**src/rtl/dslope_pkg.sv**
```systemverilog
package dslope_pkg;

  typedef enum logic [1:0] {
    PH_IDLE   = 2'd0,
    PH_AZERO  = 2'd1,
    PH_SIGNAL = 2'd2,
    PH_REFER  = 2'd3
  } phase_e;

  localparam int unsigned NUM_SW = 3;

endpackage

```
**src/rtl/dslope_phase_timer.sv**
```systemverilog
module dslope_phase_timer #(
  parameter int unsigned W = 8
) (
  input  logic         clk,
  input  logic         rst_n,
  input  logic         clr_i,
  input  logic         en_i,
  output logic [W-1:0] cnt_o
);

  logic [W-1:0] cnt_q;
  logic [W-1:0] cnt_d;
  logic         cnt_we;

  always_comb begin
    cnt_we = clr_i | en_i;
    if (clr_i) cnt_d = '0;
    else       cnt_d = cnt_q + W'(1);
  end

  always_ff @(posedge clk or negedge rst_n) begin
    if (!rst_n)      cnt_q <= '0;
    else if (cnt_we) cnt_q <= cnt_d;
  end

  assign cnt_o = cnt_q;

endmodule

```
**src/rtl/dslope_sw_decode.sv**
```systemverilog
module dslope_sw_decode
  import dslope_pkg::*;
(
  input  phase_e            phase_i,
  output logic [NUM_SW-1:0] sw_o,
  output logic              busy_o
);

  for (genvar i = 0; i < NUM_SW; i++) begin : g_sw
    assign sw_o[i] = (phase_i == phase_e'(2'(i + 1)));
  end

  assign busy_o = (phase_i != PH_IDLE);

endmodule

```
**src/rtl/dslope_ctrl.sv**
```systemverilog
module dslope_ctrl
  import dslope_pkg::*;
#(
  parameter int unsigned AZ_CYCLES  = 8,
  parameter int unsigned INT_CYCLES = 256,
  parameter int unsigned MAX_COUNT  = 512,
  parameter int unsigned TW         = 10
) (
  input  logic          clk,
  input  logic          rst_n,
  input  logic          start_i,
  input  logic          cmp_above_i,
  output phase_e        phase_o,
  output logic [TW-1:0] cnt_o,
  output logic          fin_norm_o,
  output logic          fin_over_o
);

  localparam logic [TW-1:0] AZ_LAST  = TW'(AZ_CYCLES - 1);
  localparam logic [TW-1:0] INT_LAST = TW'(INT_CYCLES - 1);
  localparam logic [TW-1:0] REF_LAST = TW'(MAX_COUNT - 1);

  phase_e        state_q;
  phase_e        state_d;
  logic          tmr_clr;
  logic          tmr_en;
  logic [TW-1:0] tmr_cnt;

  dslope_phase_timer #(.W(TW)) u_timer (
    .clk   (clk),
    .rst_n (rst_n),
    .clr_i (tmr_clr),
    .en_i  (tmr_en),
    .cnt_o (tmr_cnt)
  );

  always_comb begin
    state_d    = state_q;
    tmr_clr    = 1'b0;
    tmr_en     = 1'b0;
    fin_norm_o = 1'b0;
    fin_over_o = 1'b0;
    unique case (state_q)
      PH_IDLE: begin
        if (start_i) begin
          state_d = PH_AZERO;
          tmr_clr = 1'b1;
        end
      end
      PH_AZERO: begin
        if (tmr_cnt == AZ_LAST) begin
          state_d = PH_SIGNAL;
          tmr_clr = 1'b1;
        end else begin
          tmr_en = 1'b1;
        end
      end
      PH_SIGNAL: begin
        if (tmr_cnt == INT_LAST) begin
          state_d = PH_REFER;
          tmr_clr = 1'b1;
        end else begin
          tmr_en = 1'b1;
        end
      end
      PH_REFER: begin
        if (!cmp_above_i) begin
          fin_norm_o = 1'b1;
          state_d    = PH_IDLE;
        end else if (tmr_cnt == REF_LAST) begin
          fin_over_o = 1'b1;
          state_d    = PH_IDLE;
        end else begin
          tmr_en = 1'b1;
        end
      end
      default: state_d = PH_IDLE;
    endcase
  end

  always_ff @(posedge clk or negedge rst_n) begin
    if (!rst_n) state_q <= PH_IDLE;
    else        state_q <= state_d;
  end

  assign phase_o = state_q;
  assign cnt_o   = tmr_cnt;

endmodule

```
**src/rtl/dslope_result.sv**
```systemverilog
module dslope_result #(
  parameter int unsigned MAX_COUNT = 512,
  parameter int unsigned TW        = 10,
  parameter int unsigned CW        = 10
) (
  input  logic          clk,
  input  logic          rst_n,
  input  logic          fin_norm_i,
  input  logic          fin_over_i,
  input  logic [TW-1:0] cnt_i,
  output logic [CW-1:0] result_o,
  output logic          overrange_o,
  output logic          done_o
);

  logic [CW-1:0] res_q;
  logic [CW-1:0] res_d;
  logic          ovr_q;
  logic          done_q;
  logic          cap_en;

  always_comb begin
    cap_en = fin_norm_i | fin_over_i;
    if (fin_over_i) res_d = CW'(MAX_COUNT);
    else            res_d = CW'(cnt_i);
  end

  always_ff @(posedge clk or negedge rst_n) begin
    if (!rst_n) begin
      res_q <= '0;
      ovr_q <= 1'b0;
    end else if (cap_en) begin
      res_q <= res_d;
      ovr_q <= fin_over_i;
    end
  end

  always_ff @(posedge clk or negedge rst_n) begin
    if (!rst_n) done_q <= 1'b0;
    else        done_q <= cap_en;
  end

  assign result_o    = res_q;
  assign overrange_o = ovr_q;
  assign done_o      = done_q;

endmodule

```
**src/rtl/dslope_seq.sv**
```systemverilog
module dslope_seq
  import dslope_pkg::*;
#(
  parameter int unsigned AZ_CYCLES  = 8,
  parameter int unsigned INT_CYCLES = 256,
  parameter int unsigned MAX_COUNT  = 512,
  localparam int unsigned CW = $clog2(MAX_COUNT + 1)
) (
  input  logic          clk,
  input  logic          rst_n,
  input  logic          start_i,
  input  logic          cmp_above_i,
  output logic          sw_zero_o,
  output logic          sw_input_o,
  output logic          sw_ref_o,
  output logic          busy_o,
  output logic          done_o,
  output logic          overrange_o,
  output logic [CW-1:0] result_o
);

  localparam int unsigned M1   = (AZ_CYCLES > INT_CYCLES) ? AZ_CYCLES : INT_CYCLES;
  localparam int unsigned MAXV = (M1 > MAX_COUNT) ? M1 : MAX_COUNT;
  localparam int unsigned TW   = $clog2(MAXV + 1);

  phase_e            phase;
  logic [TW-1:0]     cnt;
  logic              fin_norm;
  logic              fin_over;
  logic [NUM_SW-1:0] sw;

  dslope_ctrl #(
    .AZ_CYCLES  (AZ_CYCLES),
    .INT_CYCLES (INT_CYCLES),
    .MAX_COUNT  (MAX_COUNT),
    .TW         (TW)
  ) u_ctrl (
    .clk         (clk),
    .rst_n       (rst_n),
    .start_i     (start_i),
    .cmp_above_i (cmp_above_i),
    .phase_o     (phase),
    .cnt_o       (cnt),
    .fin_norm_o  (fin_norm),
    .fin_over_o  (fin_over)
  );

  dslope_sw_decode u_dec (
    .phase_i (phase),
    .sw_o    (sw),
    .busy_o  (busy_o)
  );

  dslope_result #(
    .MAX_COUNT (MAX_COUNT),
    .TW        (TW),
    .CW        (CW)
  ) u_res (
    .clk         (clk),
    .rst_n       (rst_n),
    .fin_norm_i  (fin_norm),
    .fin_over_i  (fin_over),
    .cnt_i       (cnt),
    .result_o    (result_o),
    .overrange_o (overrange_o),
    .done_o      (done_o)
  );

  assign sw_zero_o  = sw[0];
  assign sw_input_o = sw[1];
  assign sw_ref_o   = sw[2];

endmodule

```
**config.mk**
```make
export PLATFORM = sky130hd
export DESIGN_NAME = dslope_seq
export DESIGN_NICKNAME = d
export VERILOG_FILES = /design/src/rtl/dslope_pkg.sv /design/src/rtl/dslope_phase_timer.sv /design/src/rtl/dslope_sw_decode.sv /design/src/rtl/dslope_ctrl.sv /design/src/rtl/dslope_result.sv /design/src/rtl/dslope_seq.sv
export SDC_FILE = /design/constraint.sdc
export NUM_CORES = 1
export LEC_CHECK = 0
export CAP_MARGIN = 20
export CORE_ASPECT_RATIO = 0.75
export CORE_UTILIZATION = 45
export CTS_CLUSTER_DIAMETER = 50
export DETAILED_ROUTE_END_ITERATION = 6
export GPL_TIMING_DRIVEN = 0
export PLACE_DENSITY = 0.71
export RECOVER_POWER = 25
export SYNTH_ARGS = -nofsm -noshare
export SYNTH_HDL_FRONTEND = slang
export SYNTH_SLANG_ARGS = --single-unit
```
**constraint.sdc**
```tcl
create_clock -name clk -period 2.1 [get_ports clk]
set_input_delay 0.315 -clock clk [delete_from_list [all_inputs] [get_ports clk]]
set_output_delay 0.315 -clock clk [all_outputs]
set_load 0.1 [all_outputs]
```
==> out/summary.txt <==
placed cell areas - 1570 µm²
Seq/Total Area, Yosys - 0.464
dominant cells by area after synthesis - dfrtp_1 (46%), a22o_1 (6.1%), ha_1 (5.8%), a21oi_1 (3.9%), o31ai_1 (3.5%)
largest net degree at the start of global routing - 25
YS warnings - 0
first-pass GRT wire length - 5.25 mm
VDD IR max - 329 µV
Layout fillers - 211
Worst Skew - 0.00387 ns
Critical Path Source Type - register
top cells by count, synth - dfrtp_1 (24), inv_1 (11), a21oi_1 (10)
cell taking the most area after synthesis - dfrtp_1
layout cells sized above 1 - 0.233
core area - 2660 µm²
grt ovf - 0
Final Critical Period - 2.08 ns
CP Launch Point - u_ctrl.u_timer.cnt_o[5]$_DFFE_PN0P_
power per cell area - 530 nW/µm²
fmax - 481 MHz
Yosys cell types - 35
routed via count - 1066
Gate Count Post-Synth - 122
Nets - 161
unrepaired setup endpoints after global routing - true
antenna viol nets, final - 0
synthesized area per cell - 10.6 µm²
DR iter-0 viols - 58
Hold WC Path Type - input pin to asynchronous set/reset pin
Most used DFF post-synth - dfrtp_1
final setup violation count - 0
die width - 63.9 µm
fin crit share - 0.991
Rows - 16
H-tree depth - 1
Clock Pin Slew Worst Setup and Hold Paths - 0.09 ns
placer congestion estimate - 0.850
CTS tree - built
R2R Path Start - u_ctrl.u_timer.cnt_o[5]$_DFFE_PN0P_
Clock Sinks - 24
CP Data Required Time - 2.26 ns
Critical Path AT - 2.24 ns
worst-path fanout max - 10
vias in the first global route - 1100
Final Max Slew Viols - 0
Final Total Pwr - 0.906 mW
drt via density - 5.73
WHS - 0.378 ns
Wirelength per Cell - 16.6 µm
slowest stage delay, CP - 0.57 ns
die area - 3100 µm²
GRT Util Overall - 0.220
EDFF count, synth - 0
TritonCTS buffer count - 3
WL final - 3.08 mm
max-cap viol count - 0
final instance area - 1710 µm²
port bufs - 19
CP Capture Type - register
leakage power - 0.857 nW
Root Buffer - clkbuf_8
Worst slew margin - 0.345
ANT cells - 0
Synth Net Count - 132
Crit-path slowest cell - or4_4
Initial Util - 0.486
Post-CTS Hold Buffers - 0
clk buf depth - 2
crit path kind - register to register
hpwl dp - 2.19 mm
Die Span Y - 48.4 µm
top-count cell post-synth - dfrtp_1
first-pass iteration count of the detailed router - 4
worst slew pin tran - 0.981 ns
initial antenna violation count - 0
Inst Count DP - 177
Async S/R FF share, synth - 1.00
Synth-to-Final Area Change - 32.2%
number of I/O pins - 20
final non-filler cell total - 186
Most common cell on crit path - o21a_4
number of synthesized register bits - 24
hold violation count in the final report - 0
crit path cell chain - or4_4 -> o31ai_4 -> o21a_4 -> buf_8 -> o21a_4 -> mux2_4
drt drc - 0
cell area after synthesis - 1290 µm²
later-pin clock latency in the skew report - 0.27 ns
post-synth top area share - 0.464
status - completed
final cells by class:
| type | instances | area [µm²] | share of cell area |
|---|---|---|---|
| Tap cell | 36 | 45.0 | 0.0263 |
| Clock inverter | 1 | 30.0 | 0.0176 |
| Sequential cell | 24 | 602 | 0.352 |
| Timing Repair Buffer | 25 | 243 | 0.142 |
| Clock buffer | 3 | 41.3 | 0.0241 |
| Inverter | 11 | 43.8 | 0.0256 |
| Buffer | 5 | 35.0 | 0.0205 |
| Multi-Input combinational cell | 81 | 671 | 0.392 |
cell usage in the layout (no fill, tap or decap), drive strengths merged, types with 6 or more instances in the layout:
master / netlist / routed
a22o: 9 / 9
ha: 6 / 6
dlymetal6s2s: 0 / 8
or4: 7 / 7
o31ai: 7 / 7
nor2: 7 / 7
dfrtp: 24 / 24
a21oi: 10 / 10
clkbuf: 4 / 8
buf: 2 / 8
inv: 11 / 11
stage by stage:
stage	setup slack, ns	TNS [ns]	util
finish	0.0193	0	0.642
global placement	-0.270	-0.540	0.590
floorplan	-0.0201	-0.0201	-
detailed placement	-0.356	-0.740	0.590
CTS	-0.00165	-0.00165	0.628
global route	-0.0384	-0.0384	0.642
critical path: cells and delay by family (launching register included):
kind	cells	cell delay, ns
buf+inv	1	0.14
simple gates	1	0.57
compound gates	3	0.57
flops	1	0.40
mux	1	0.29
routing by layer:
metal,GRT usage,vias to the layer above,routed length (µm)
li1,-,511,-
met1,0.296,525,1440
met2,0.360,26,1460
met3,0.0590,4,166
met4,0.0379,0,14
met5,0,-,0
worst paths after layout:
check | end | slack (ns) | depth (start not counted)
min in group clk | u_res.result_o[2]$_DFFE_PN0P_ | 0.50 | 1
worst min-delay path | u_res.result_o[9]$_DFFE_PN0P_ | 0.38 | 1
worst max register to register | u_ctrl.phase_o[1]$_DFFE_PN0P_ | 0.02 | 6
worst max-delay path | u_ctrl.phase_o[1]$_DFFE_PN0P_ | 0.02 | 6
worst min register to register | u_res.result_o[2]$_DFFE_PN0P_ | 0.50 | 1
max in group asynchronous | u_ctrl.u_timer.cnt_o[5]$_DFFE_PN0P_ | 0.54 | 2
power by group:
part / switching [mW] / internal, mW / total [mW]
clock network: 0.150 / 0.255 / 0.405
registers: 0.000926 / 0.464 / 0.465
logic: 0.0272 / 0.00925 / 0.0364
total: 0.179 / 0.728 / 0.906
what timing repair did:
item / 4_1_cts / 5_1_grt
setup endpoints to repair: 6 / 14
pin swaps: 0 / 1
resized for setup: 15 / 17
setup buffers: 4 / 1
cells by family (layout without fill, tap and decap cells):
kind of cell,count (synthesis),count (layout),synth area share
flops,24,24,0.464
buf+inv,17,45,0.0609
fa+ha+maj,6,6,0.0580
simple gates,35,35,0.158
mux,3,3,0.0280
compound gates,37,37,0.231
sequential cells by signal, summed over array words and instances (netlist names):
| register | cells |
|---|---|
| u_ctrl.u_timer.cnt_o | 10 |
| u_res.overrange_o | 1 |
| u_res.done_o | 1 |
| u_res.result_o | 10 |
| u_ctrl.phase_o | 2 |
Power figures use the tool's default switching activity.
